**config.mk**
```make
export PLATFORM = sky130hd
export DESIGN_NAME = jtag_erase_unlock
export DESIGN_NICKNAME = d
export VERILOG_FILES = /design/src/rtl/jeu_pkg.sv /design/src/rtl/jeu_tap.sv /design/src/rtl/jeu_fdiv.sv /design/src/rtl/jeu_seq.sv /design/src/rtl/jtag_erase_unlock.sv
export SDC_FILE = /design/constraint.sdc
export NUM_CORES = 1
export LEC_CHECK = 0
export BUFFER_PORTS_ARGS = -buffer_cell sky130_fd_sc_hd__clkbuf_2
export CORE_MARGIN = 1.5
export CORE_UTILIZATION = 35
export CTS_CLUSTER_DIAMETER = 30
export CTS_CLUSTER_SIZE = 25
export DETAILED_ROUTE_END_ITERATION = 7
export HOLD_SLACK_MARGIN = 0.06
export PLACE_DENSITY_LB_ADDON = 0.12
export SKIP_CTS_REPAIR_TIMING = 1
export SYNTH_ARGS = -nofsm -noshare
export SYNTH_HDL_FRONTEND = slang
export SYNTH_SLANG_ARGS = --single-unit
```
**constraint.sdc**
```tcl
create_clock -name clk -period 7.83 [get_ports clk]
set_input_delay 1.566 -clock clk [delete_from_list [all_inputs] [get_ports clk]]
set_output_delay 1.566 -clock clk [all_outputs]
set_load 0.05 [all_outputs]
```
**src/rtl/jeu_pkg.sv**
```systemverilog
package jeu_pkg;

    typedef enum logic [3:0] {
        S_TLR, S_RTI, S_SELDR, S_CAPDR, S_SHDR, S_EX1DR, S_PADR, S_EX2DR,
        S_UPDR, S_SELIR, S_CAPIR, S_SHIR, S_EX1IR, S_PAIR, S_EX2IR, S_UPIR
    } tap_state_e;

    typedef enum logic [1:0] {Q_IDLE, Q_WAIT, Q_DONE} seq_state_e;

    localparam logic [3:0] OP_IDCODE = 4'b0010;
    localparam logic [3:0] OP_BYPASS = 4'b1111;
    localparam logic [3:0] OP_RECOV  = 4'b1011;

    function automatic tap_state_e tap_next(input tap_state_e s, input logic m);
        case (s)
            S_TLR:   return m ? S_TLR   : S_RTI;
            S_RTI:   return m ? S_SELDR : S_RTI;
            S_SELDR: return m ? S_SELIR : S_CAPDR;
            S_CAPDR: return m ? S_EX1DR : S_SHDR;
            S_SHDR:  return m ? S_EX1DR : S_SHDR;
            S_EX1DR: return m ? S_UPDR  : S_PADR;
            S_PADR:  return m ? S_EX2DR : S_PADR;
            S_EX2DR: return m ? S_UPDR  : S_SHDR;
            S_UPDR:  return m ? S_SELDR : S_RTI;
            S_SELIR: return m ? S_TLR   : S_CAPIR;
            S_CAPIR: return m ? S_EX1IR : S_SHIR;
            S_SHIR:  return m ? S_EX1IR : S_SHIR;
            S_EX1IR: return m ? S_UPIR  : S_PAIR;
            S_PAIR:  return m ? S_EX2IR : S_PAIR;
            S_EX2IR: return m ? S_UPIR  : S_SHIR;
            default: return m ? S_SELDR : S_RTI;
        endcase
    endfunction

endpackage

```
**src/rtl/jeu_tap.sv**
```systemverilog
module jeu_tap
    import jeu_pkg::*;
#(
    parameter int          IR_W       = 4,
    parameter int          ID_W       = 32,
    parameter int          DIV_W      = 7,
    parameter logic [31:0] IDCODE_VAL = 32'h0F3A_6C1B
) (
    input  logic             clk,
    input  logic             rst_n,
    input  logic             tap_rst,
    input  logic             rise,
    input  logic             fall,
    input  logic             tms,
    input  logic             tdi,
    output logic             tdo_o,
    output logic [DIV_W-1:0] div_o,
    output logic             recov_o,
    output logic             rti_o,
    output logic             tlr_o,
    output logic             upd_o
);
    typedef struct packed {
        tap_state_e        st;
        logic [IR_W-1:0]   ir;
        logic [IR_W-1:0]   ir_sr;
        logic [ID_W-1:0]   dr_sr;
        logic [DIV_W-1:0]  div;
        logic              upd;
        logic              tdo;
    } tap_t;

    tap_t q, d;
    logic recov_q, idc_q;

    assign recov_q = (q.ir == OP_RECOV);
    assign idc_q   = (q.ir == OP_IDCODE);

    always_comb begin
        d     = q;
        d.upd = 1'b0;
        if (tap_rst) begin
            d.st  = S_TLR;
            d.ir  = OP_IDCODE;
            d.div = '0;
        end else begin
            if (q.st == S_TLR) begin
                d.ir  = OP_IDCODE;
                d.div = '0;
            end
            if (rise) begin
                case (q.st)
                    S_CAPIR: d.ir_sr = IR_W'(1);
                    S_SHIR:  d.ir_sr = {tdi, q.ir_sr[IR_W-1:1]};
                    S_UPIR:  d.ir    = q.ir_sr;
                    S_CAPDR: begin
                        if (idc_q)        d.dr_sr = IDCODE_VAL[ID_W-1:0];
                        else if (recov_q) d.dr_sr = ID_W'(q.div);
                        else              d.dr_sr = '0;
                    end
                    S_SHDR: begin
                        d.dr_sr = q.dr_sr >> 1;
                        if (idc_q)        d.dr_sr[ID_W-1]  = tdi;
                        else if (recov_q) d.dr_sr[DIV_W-1] = tdi;
                        else              d.dr_sr[0]       = tdi;
                    end
                    S_UPDR: begin
                        if (recov_q) begin
                            d.div = q.dr_sr[DIV_W-1:0];
                            d.upd = 1'b1;
                        end
                    end
                    default: ;
                endcase
                d.st = tap_next(q.st, tms);
            end
            if (fall) begin
                if (q.st == S_SHIR)      d.tdo = q.ir_sr[0];
                else if (q.st == S_SHDR) d.tdo = q.dr_sr[0];
                else                     d.tdo = 1'b0;
            end
        end
    end

    always_ff @(posedge clk) begin
        if (!rst_n) begin
            q     <= '0;
            q.st  <= S_TLR;
            q.ir  <= OP_IDCODE;
        end else begin
            q <= d;
        end
    end

    assign tdo_o   = q.tdo;
    assign div_o   = q.div;
    assign recov_o = recov_q;
    assign rti_o   = (q.st == S_RTI);
    assign tlr_o   = (q.st == S_TLR);
    assign upd_o   = q.upd;
endmodule

```
**src/rtl/jeu_fdiv.sv**
```systemverilog
module jeu_fdiv #(
    parameter int unsigned SYS_HZ  = 8_000_000,
    parameter int unsigned FMIN_HZ = 150_000,
    parameter int unsigned FMAX_HZ = 200_000,
    parameter int          DIV_W   = 7
) (
    input  logic             clk,
    input  logic             rst_n,
    input  logic [DIV_W-1:0] div_i,
    output logic             tick_o,
    output logic             ok_o
);
    localparam int FLD_W = DIV_W - 1;
    localparam int CNT_W = FLD_W + 4;

    typedef struct packed {
        logic [CNT_W-1:0] cnt;
        logic             tick;
    } fd_t;

    fd_t q, d;
    logic [CNT_W-1:0] span;
    logic [63:0]      lo_lim, hi_lim;

    always_comb begin
        span = CNT_W'(div_i[FLD_W-1:0]) + CNT_W'(1);
        if (div_i[DIV_W-1]) span = span << 3;
        lo_lim = 64'(FMIN_HZ) * 64'(span);
        hi_lim = 64'(FMAX_HZ) * 64'(span);
        ok_o   = (64'(SYS_HZ) >= lo_lim) && (64'(SYS_HZ) <= hi_lim);

        d = q;
        if (q.cnt >= span - CNT_W'(1)) begin
            d.cnt  = '0;
            d.tick = 1'b1;
        end else begin
            d.cnt  = q.cnt + CNT_W'(1);
            d.tick = 1'b0;
        end
    end

    always_ff @(posedge clk) begin
        if (!rst_n) q <= '0;
        else        q <= d;
    end

    assign tick_o = q.tick;
endmodule

```
**src/rtl/jeu_seq.sv**
```systemverilog
module jeu_seq
    import jeu_pkg::*;
(
    input  logic clk,
    input  logic rst_n,
    input  logic upd_i,
    input  logic rti_i,
    input  logic tlr_i,
    input  logic recov_i,
    input  logic ok_i,
    input  logic done_i,
    output logic req_o,
    output logic err_o,
    output logic pend_o
);
    typedef struct packed {
        seq_state_e st;
        logic       armed;
        logic       req;
        logic       err;
        logic       pend;
    } sq_t;

    sq_t q, d;

    always_comb begin
        d     = q;
        d.req = 1'b0;
        if (tlr_i) d.armed = 1'b0;
        if (upd_i) begin
            d.armed = 1'b1;
            d.err   = 1'b0;
        end
        case (q.st)
            Q_IDLE: begin
                if (q.armed && rti_i && recov_i && !tlr_i) begin
                    d.armed = 1'b0;
                    if (ok_i) begin
                        d.req = 1'b1;
                        d.st  = Q_WAIT;
                    end else begin
                        d.err = 1'b1;
                    end
                end
            end
            Q_WAIT: begin
                d.armed = 1'b0;
                if (done_i) begin
                    d.pend = 1'b1;
                    d.st   = Q_DONE;
                end
            end
            default: d.armed = 1'b0;
        endcase
    end

    always_ff @(posedge clk) begin
        if (!rst_n) begin
            q    <= '0;
            q.st <= Q_IDLE;
        end else begin
            q <= d;
        end
    end

    assign req_o  = q.req;
    assign err_o  = q.err;
    assign pend_o = q.pend;
endmodule

```
**src/rtl/jtag_erase_unlock.sv**
```systemverilog
module jtag_erase_unlock #(
    parameter int unsigned SYS_HZ     = 8_000_000,
    parameter int unsigned FMIN_HZ    = 150_000,
    parameter int unsigned FMAX_HZ    = 200_000,
    parameter int          SEC_W      = 16,
    parameter int          DIV_W      = 7,
    parameter logic [31:0] IDCODE_VAL = 32'h0F3A_6C1B
) (
    input  logic             clk,
    input  logic             rst_n,
    input  logic             tck_i,
    input  logic             tms_i,
    input  logic             tdi_i,
    input  logic             trst_n_i,
    output logic             tdo_o,
    input  logic [SEC_W-1:0] sec_word_i,
    input  logic [DIV_W-1:0] norm_div_i,
    input  logic             erase_done_i,
    output logic             erase_req_o,
    output logic [DIV_W-1:0] fm_div_o,
    output logic             ftick_o,
    output logic             cfg_err_o,
    output logic             unlock_pend_o,
    output logic             dbg_block_o
);
    typedef struct packed {
        logic [2:0] tck;
        logic [1:0] tms;
        logic [1:0] tdi;
        logic [1:0] trst;
        logic       blk;
    } sy_t;

    sy_t q, d;
    logic tck_rise, tck_fall, tap_rst;
    logic [DIV_W-1:0] tap_div;
    logic recov, in_rti, in_tlr, dr_upd, div_ok;

    always_comb begin
        d      = q;
        d.tck  = {q.tck[1:0], tck_i};
        d.tms  = {q.tms[0], tms_i};
        d.tdi  = {q.tdi[0], tdi_i};
        d.trst = {q.trst[0], trst_n_i};
        if (!rst_n) begin
            d     = '0;
            d.blk = (sec_word_i != '1);
        end
    end

    always_ff @(posedge clk) q <= d;

    assign tck_rise = q.tck[1] & ~q.tck[2];
    assign tck_fall = ~q.tck[1] & q.tck[2];
    assign tap_rst  = ~rst_n | ~q.trst[1];

    jeu_tap #(
        .IR_W(4), .ID_W(32), .DIV_W(DIV_W), .IDCODE_VAL(IDCODE_VAL)
    ) tap_i (
        .clk(clk), .rst_n(rst_n), .tap_rst(tap_rst),
        .rise(tck_rise), .fall(tck_fall), .tms(q.tms[1]), .tdi(q.tdi[1]),
        .tdo_o(tdo_o), .div_o(tap_div), .recov_o(recov),
        .rti_o(in_rti), .tlr_o(in_tlr), .upd_o(dr_upd)
    );

    assign fm_div_o = recov ? tap_div : norm_div_i;

    jeu_fdiv #(
        .SYS_HZ(SYS_HZ), .FMIN_HZ(FMIN_HZ), .FMAX_HZ(FMAX_HZ), .DIV_W(DIV_W)
    ) fdiv_i (
        .clk(clk), .rst_n(rst_n), .div_i(fm_div_o),
        .tick_o(ftick_o), .ok_o(div_ok)
    );

    jeu_seq seq_i (
        .clk(clk), .rst_n(rst_n), .upd_i(dr_upd), .rti_i(in_rti),
        .tlr_i(in_tlr), .recov_i(recov), .ok_i(div_ok),
        .done_i(erase_done_i), .req_o(erase_req_o),
        .err_o(cfg_err_o), .pend_o(unlock_pend_o)
    );

    assign dbg_block_o = q.blk;
endmodule

```
==> Yosys cells after proc, flatten, opt, wreduce, memory -nomap -nowiden <==
Index checks and enable logic that the tools add are counted.
{ "totals": {"reg_bits": 80, "inputBits": 30, "elab_cells": 126} }
{ "op_classes": {"addsub": 3, "mul": 2, "magnitude_cmp": 3, "eq_ne": 22, "muxes": 43, "n_bitwise": 11, "reduce_logical": 23} }
{ "ops": {"columns": ["operator", "n"], "rows": [
  ["case mux 32 bit (2 select lines)", 1],
  ["2-to-1 mux 48 bit", 1],
  ["case mux 4 bit (11 select lines)", 1],
  ["== test 4 bit, second input constant", 9],
  [">= comparator 23 x 28 -> 1 bit, first input constant", 1],
  ["less-or-equal comparator 23 x 28 -> 1 bit, first input constant", 1],
  ["2-to-1 mux 28 bit", 1],
  ["multiplier 14 x 10 -> 24 bit, first input constant", 1],
  ["2-to-1 mux 4 bit", 6],
  ["multiplier 12 x 10 -> 22 bit, first input constant", 1],
  ["2-to-1 mux 7 bit", 3],
  ["2-to-1 mux 1 bit", 17],
  ["== test 4 x 3 -> 1 bit, second input constant", 4],
  ["2-to-1 mux 8 bit", 2],
  ["!= test 16 bit, second input constant", 1],
  ["== test 4 x 2 -> 1 bit, second input constant", 3],
  ["adder 10 x 1 -> 10 bit, second input constant", 1],
  [">= comparator 10 bit", 1],
  ["2-to-1 mux 10 bit", 1],
  ["2-to-1 mux 2 bit", 5],
  ["subtractor 10 x 1 -> 10 bit, second input constant", 1],
  ["AND reduction 3 bit", 3],
  ["inverter 1 bit", 8],
  ["case mux 4 bit (2 select lines)", 1],
  ["other kinds (20)", 33]
]} }

==> Longest topological paths before layout <==
{ "depth": {"ltp_word": 10, "ltp_mapped": 31} }

==> Modules after synthesis <==
From an unflattened synthesis, not the netlist that was laid out.
{ "unflattened": {"cells_unflattened": 980, "hier_area_um2": 8703.3} }
{ "modules_own_cells": {"columns": ["mod", "n_inst", "cells_per_inst", "area_each_um2"], "rows": [
  ["jeu_fdiv", 1, 641, 5627.9],
  ["jeu_tap", 1, 280, 2439.8],
  ["jtag_erase_unlock", 1, 37, 406.6],
  ["jeu_seq", 1, 22, 229.0]
]} }

==> Worst setup path before layout <==
OpenSTA, ideal clock, no wires.
{ "synth_path": {"path_type": "input port to flip-flop", "start": "input norm_div_i[1]", "end": "register seq_i.q, in the netlist seq_i.err_o", "setup_time_ps": 117, "t_arrival_ps": 8052, "t_required_ps": 7713, "setup_slack_ps": -339, "path_stages": 24, "n_path_buf": 1, "path_cell_list": "nand2_1 > nand2_1 > ha_1 > nand2_1 > or3_1 > nor2_1 > fa_1 > fa_1 > inv_1 > fa_1 > inv_1 > fa_1 > fa_1 > ha_1 > buf_4 > a21o_1 > a31o_4 > nor2b_4 > o311a_1 > o21ai_1 > mux2_2 > nor4_2 > o2111ai_2 > o2bb2ai_1"} }
{ "synth_between": {"elab_chain_cells": 9, "word_cells_on_any_way": 11, "cone_classes": "add/sub (1); mul (2); order compare (2); mux (5); reduce/logical (1)"} }
{ "synth_rtl": {"columns": ["element", "line_no", "source"], "rows": [
  ["start, declared", "jtag_erase_unlock.sv:17", "input logic [DIV_W-1:0] norm_div_i,"],
  ["2-to-1 mux 7 bit *", "jtag_erase_unlock.sv:66", "assign fm_div_o = recov ? tap_div : norm_div_i;"],
  ["net fm_div_o[1]", "jtag_erase_unlock.sv:20", "output logic [DIV_W-1:0] fm_div_o,"],
  ["adder 6 x 1 -> 7 bit *", "jeu_fdiv.sv:26", "span = CNT_W'(div_i[FLD_W-1:0]) + CNT_W'(1);"],
  ["2-to-1 mux 10 bit *", "jeu_fdiv.sv:27", "if (div_i[DIV_W-1]) span = span << 3;"],
  ["multiplier 14 x 10 -> 24 bit / multiplier 12 x 10 -> 22 bit (equally long branches)", "jeu_fdiv.sv:28, jeu_fdiv.sv:29", null],
  [">= comparator 23 x 28 -> 1 bit / less-or-equal comparator 23 x 28 -> 1 bit (equally long branches)", "jeu_fdiv.sv:30", "ok_o = (64'(SYS_HZ) >= lo_lim) && (64'(SYS_HZ) <= hi_lim);"],
  ["logical AND 1 bit *", "jeu_fdiv.sv:30", null],
  ["2-to-1 mux 1 bit *", "jeu_seq.sv:38", "if (ok_i) begin"],
  ["2-to-1 mux 5 bit *", "jeu_seq.sv:36", "if (q.armed && rti_i && recov_i && !tlr_i) begin"],
  ["2-to-1 mux 1 bit *", "jeu_seq.sv:34", "case (q.st)"],
  ["end, declared", "jeu_seq.sv:24", "sq_t q, d;"]
]} }
Mark *: on every way through the listed nets, which the timed path passes. The rest lies on a longest branch. The select of a mux whose other input is x is not followed.
A chain may end at the register's enable or synchronous reset.

==> Worst setup path after layout <==
{ "layout_path": {"start": "input norm_div_i[0]", "end": "register seq_i.q, in the netlist seq_i.err_o"} }
{ "layout_between": {"elab_chain_cells": 9, "word_cells_on_any_way": 11, "cone_classes": "add/sub (1); mul (2); order compare (2); mux (5); reduce/logical (1)"} }
{ "layout_rtl": {"columns": ["element", "line_no"], "rows": [
  ["2-to-1 mux 7 bit *", "jtag_erase_unlock.sv:66"],
  ["adder 6 x 1 -> 7 bit *", "jeu_fdiv.sv:26"],
  ["2-to-1 mux 10 bit *", "jeu_fdiv.sv:27"],
  ["multiplier 14 x 10 -> 24 bit / multiplier 12 x 10 -> 22 bit (equally long branches)", "jeu_fdiv.sv:28, jeu_fdiv.sv:29"],
  [">= comparator 23 x 28 -> 1 bit / less-or-equal comparator 23 x 28 -> 1 bit (equally long branches)", "jeu_fdiv.sv:30"],
  ["logical AND 1 bit *", "jeu_fdiv.sv:30"],
  ["2-to-1 mux 1 bit *", "jeu_seq.sv:38"],
  ["2-to-1 mux 5 bit *", "jeu_seq.sv:36"],
  ["2-to-1 mux 1 bit *", "jeu_seq.sv:34"]
]} }
Mark *: on every way between the ends. The rest lies on a longest branch, timed or not. The select of a mux whose other input is x is not followed.

==> flow_summary.toml <==
[final_layout]
fin_area_um2 = 9828
drive_gt1_share_pct = 12.36
n_antenna_cell = 0
final_cell_mix = "ha_1 (163), inv_1 (109), nor2_1 (95)"
fill_cells = 2490
layout.cells.non_filler = 1408
layout_commonest_cell = "ha_1"
area_growth_pct = 13.04
final_net_count = 1320

[cts]
cts_made_buffers = 9
clockRootBuffer = "clkbuf_16"
cts.sinks = 80
clock_path_buffers = 2
h-tree-depth = 3
clkLatencyLatePin_ps = 350
clk_pin_slew_worst_paths_ps = 70
cts_tree = "built"

[sta]
tightest_slew_ps = 1103
hold_viol_final = 0
maxSlewHeadroom_pct = 26.44
fin_ws_ps = 314.5
fin_crit_ps = 7515
fin_skew_ps = 15.29
setup_tns_ps = 0
post-route-period-util_pct = 95.98
rsz0062_at_grt = "false"
final_max_slew_viol_count = 0
fmax_mhz = 133.1
setup_viol = 0

[synth]
syn_nets = 1263
seq_area_frac_synth_pct = 18.54
synth_top_area_share_pct = 23.46
yosysTopAreaCell = "ha_1"
synth.avg_cell_area_um2 = 8.507
synth_flop_cell = "dfxtp_1"
synth_cell_types = 79
synth.ff_latch_count = 80
synthesis.area_um2 = 8695
ys_top_cells_by_area = "ha_1 (23%), dfxtp_1 (18%), fa_1 (11%)"
synthArstFlopShare_pct = 0
synth_edf_count = 1
synth_cells = 1022
yosys_warnings = 0

[floorplanning]
die-height_um = 160.6
io_pins = 43
die_w_um = 160.6
rows = 57
die_area_um2 = 25800
start_util_pct = 35.75
core_area_um2 = 24320

[critical_path]
cp_common_cell = "fa_1"
path_max_fanout = 8
slowest_stage = "fa_1"
worstSetupPathType = "in2reg"
critPathLaunchType = "input port"
cp-end-kind = "flop"
worst-path-buf-inv = 5
cp.arrival_ps = 7760
max_stage_delay_ps = 560
crit_required_ps = 8070
crit_family = "adder cells"

[grt]
antenna_found_initial = 0
grt_first_pass_wirelength_mm = 36.24
track_usage_pct = 17.22
grt_max_degree = 40
grt_pass1_vias = 7334
grt_remaining_overflow = 0

[routing]
route.vias.total = 7223
first_iter_violations = 368
wl_mm = 21.21
dr.pass1.iters = 4
route.detailed.drc = 0
wl_per_cell_um = 15.06
drtAntennaViolNets = 0
vias_per_cell = 5.130

[placement]
place_congestion = 0.8037
post-place-ws_ps = -48.09
place_area_um2 = 9494
port_buffers = 42
dp_hpwl_mm = 17.26
dp_cells = 1392

[power_and_ir_drop]
p_per_area_nw_per_um2 = 264.7
peakVddDrop_mv = 0.1639
p_leak_nw = 4.686

[hold_path]
hold_path.class = "reg2reg"

[status]
status = "complete, no violations"

[run]
cap_violations = 0
## where the power goes
group / leakage, nW / switching, mW / total (mW) / internal (mW)
Combinational: 3.87 / 0.961 / 1.70 / 0.740
Sequential: 0.649 / 0.00956 / 0.424 / 0.414
Clock: 0.164 / 0.190 / 0.477 / 0.287
Total: 4.69 / 1.16 / 2.60 / 1.44
## worst reg2reg max path, stage by stage, from the launching register on
cell and delay, ps:
dfxtp_1 410, and4b_1 500, and2_1 230, a21oi_2 70, a21o_1 200, nor3_1 220
xnor2_1 200, nand2_1 120, inv_1 110, fa_1 500, fa_1 530, inv_1 60
fa_1 540, inv_1 60, fa_1 560, fa_1 430, ha_1 330, buf_4 170
and3_1 170, a221oi_2 260, a21bo_2 280, a221oi_2 310, a31oi_1 170, and2_1 200
nor4_2 210, o2111ai_2 190, o2bb2ai_1 160
## cell families (layout without fill, tap and decap cells)
kind of cell,Yosys count,count (layout),share of synthesized area (%)
multiplexers,9,9,1.094
AND/OR/NAND/NOR,307,307,17.28
AO/OA/AOI/OAI,221,221,17.46
XOR/XNOR,46,46,4.634
flip-flops,80,80,18.54
buffers and inverters,148,210,6.490
adder cells (fa/ha/maj),211,211,34.51
## cell usage after synthesis, drive strengths merged, types with 3 or more instances
cell type / n
a211o: 4
a211oi: 23
a21boi: 5
a21o: 20
a21oi: 58
a221oi: 5
a22oi: 14
a31oi: 10
a32oi: 3
and2: 15
and3: 6
buf: 5
clkbuf: 31
dfxtp: 79
fa: 48
ha: 163
inv: 111
mux2: 4
mux2i: 5
nand2: 68
nand2b: 6
nand3: 32
nand4: 13
nand4b: 4
nor2: 97
nor2b: 7
nor3: 33
nor3b: 3
nor4: 7
o211ai: 11
o21a: 4
o21ai: 34
o21bai: 5
or2: 6
or3: 3
xnor2: 19
xor2: 27
## layout make-up
| cell class | instances | area [um^2] | share of cell area, % |
|---|---|---|---|
| sequential | 80 | 1612 | 16.40 |
| clock inverter | 7 | 108.9 | 1.108 |
| multi-input combinational | 794 | 6543 | 66.57 |
| clock buffer | 9 | 225.2 | 2.292 |
| timing repair buffer | 82 | 510.5 | 5.194 |
| tap | 324 | 405.4 | 4.125 |
| inverter | 112 | 424.2 | 4.316 |
## per-stage QoR
stage | utilization [%] | total power [mW] | hold slack [ps]
6_report | 40.41 | 2.602 | 441.6
5_1_grt | 40.41 | 2.876 | 465.6
4_1_cts | 40.41 | 2.638 | 444.9
3_5_place_dp | 39.04 | 2.144 | 426.3
3_3_place_gp | 39.04 | 2.149 | 430.7
2_1_floorplan | - | 1.727 | 381.4
## final timing paths
kind | from | endpoint | slack [ps] | depth (start not counted)
max | norm_div_i[0] | seq_i.err_o$_SDFF_PN0_ | 310 | 25
min | q[3]$_SDFF_PN0_ | q[4]$_SDFF_PN0_ | 440 | 1
max reg2reg | tap_i.q[48]$_SDFF_PP0_ | seq_i.err_o$_SDFF_PN0_ | 540 | 26
min reg2reg | q[3]$_SDFF_PN0_ | q[4]$_SDFF_PN0_ | 440 | 1
## layer usage
layer	share of wire [%]	GRT usage (%)
met5	0	0
met4	0.67	2.549
met3	2.9	2.608
met2	49	30.34
met1	47	22.59
## flip-flops by register name, summed over array words and instances (netlist names)
register / flops
fdiv_i.tick_o: 1
tap_i.q: 44
seq_i.req_o: 1
seq_i.q: 3
tap_i.div_o: 7
fdiv_i.q: 10
seq_i.pend_o: 1
q: 9
tap_i.tdo_o: 1
dbg_block_o: 1
tap_i.upd_o: 1
seq_i.err_o: 1
No activity file was read; power rests on OpenSTA's default activity.
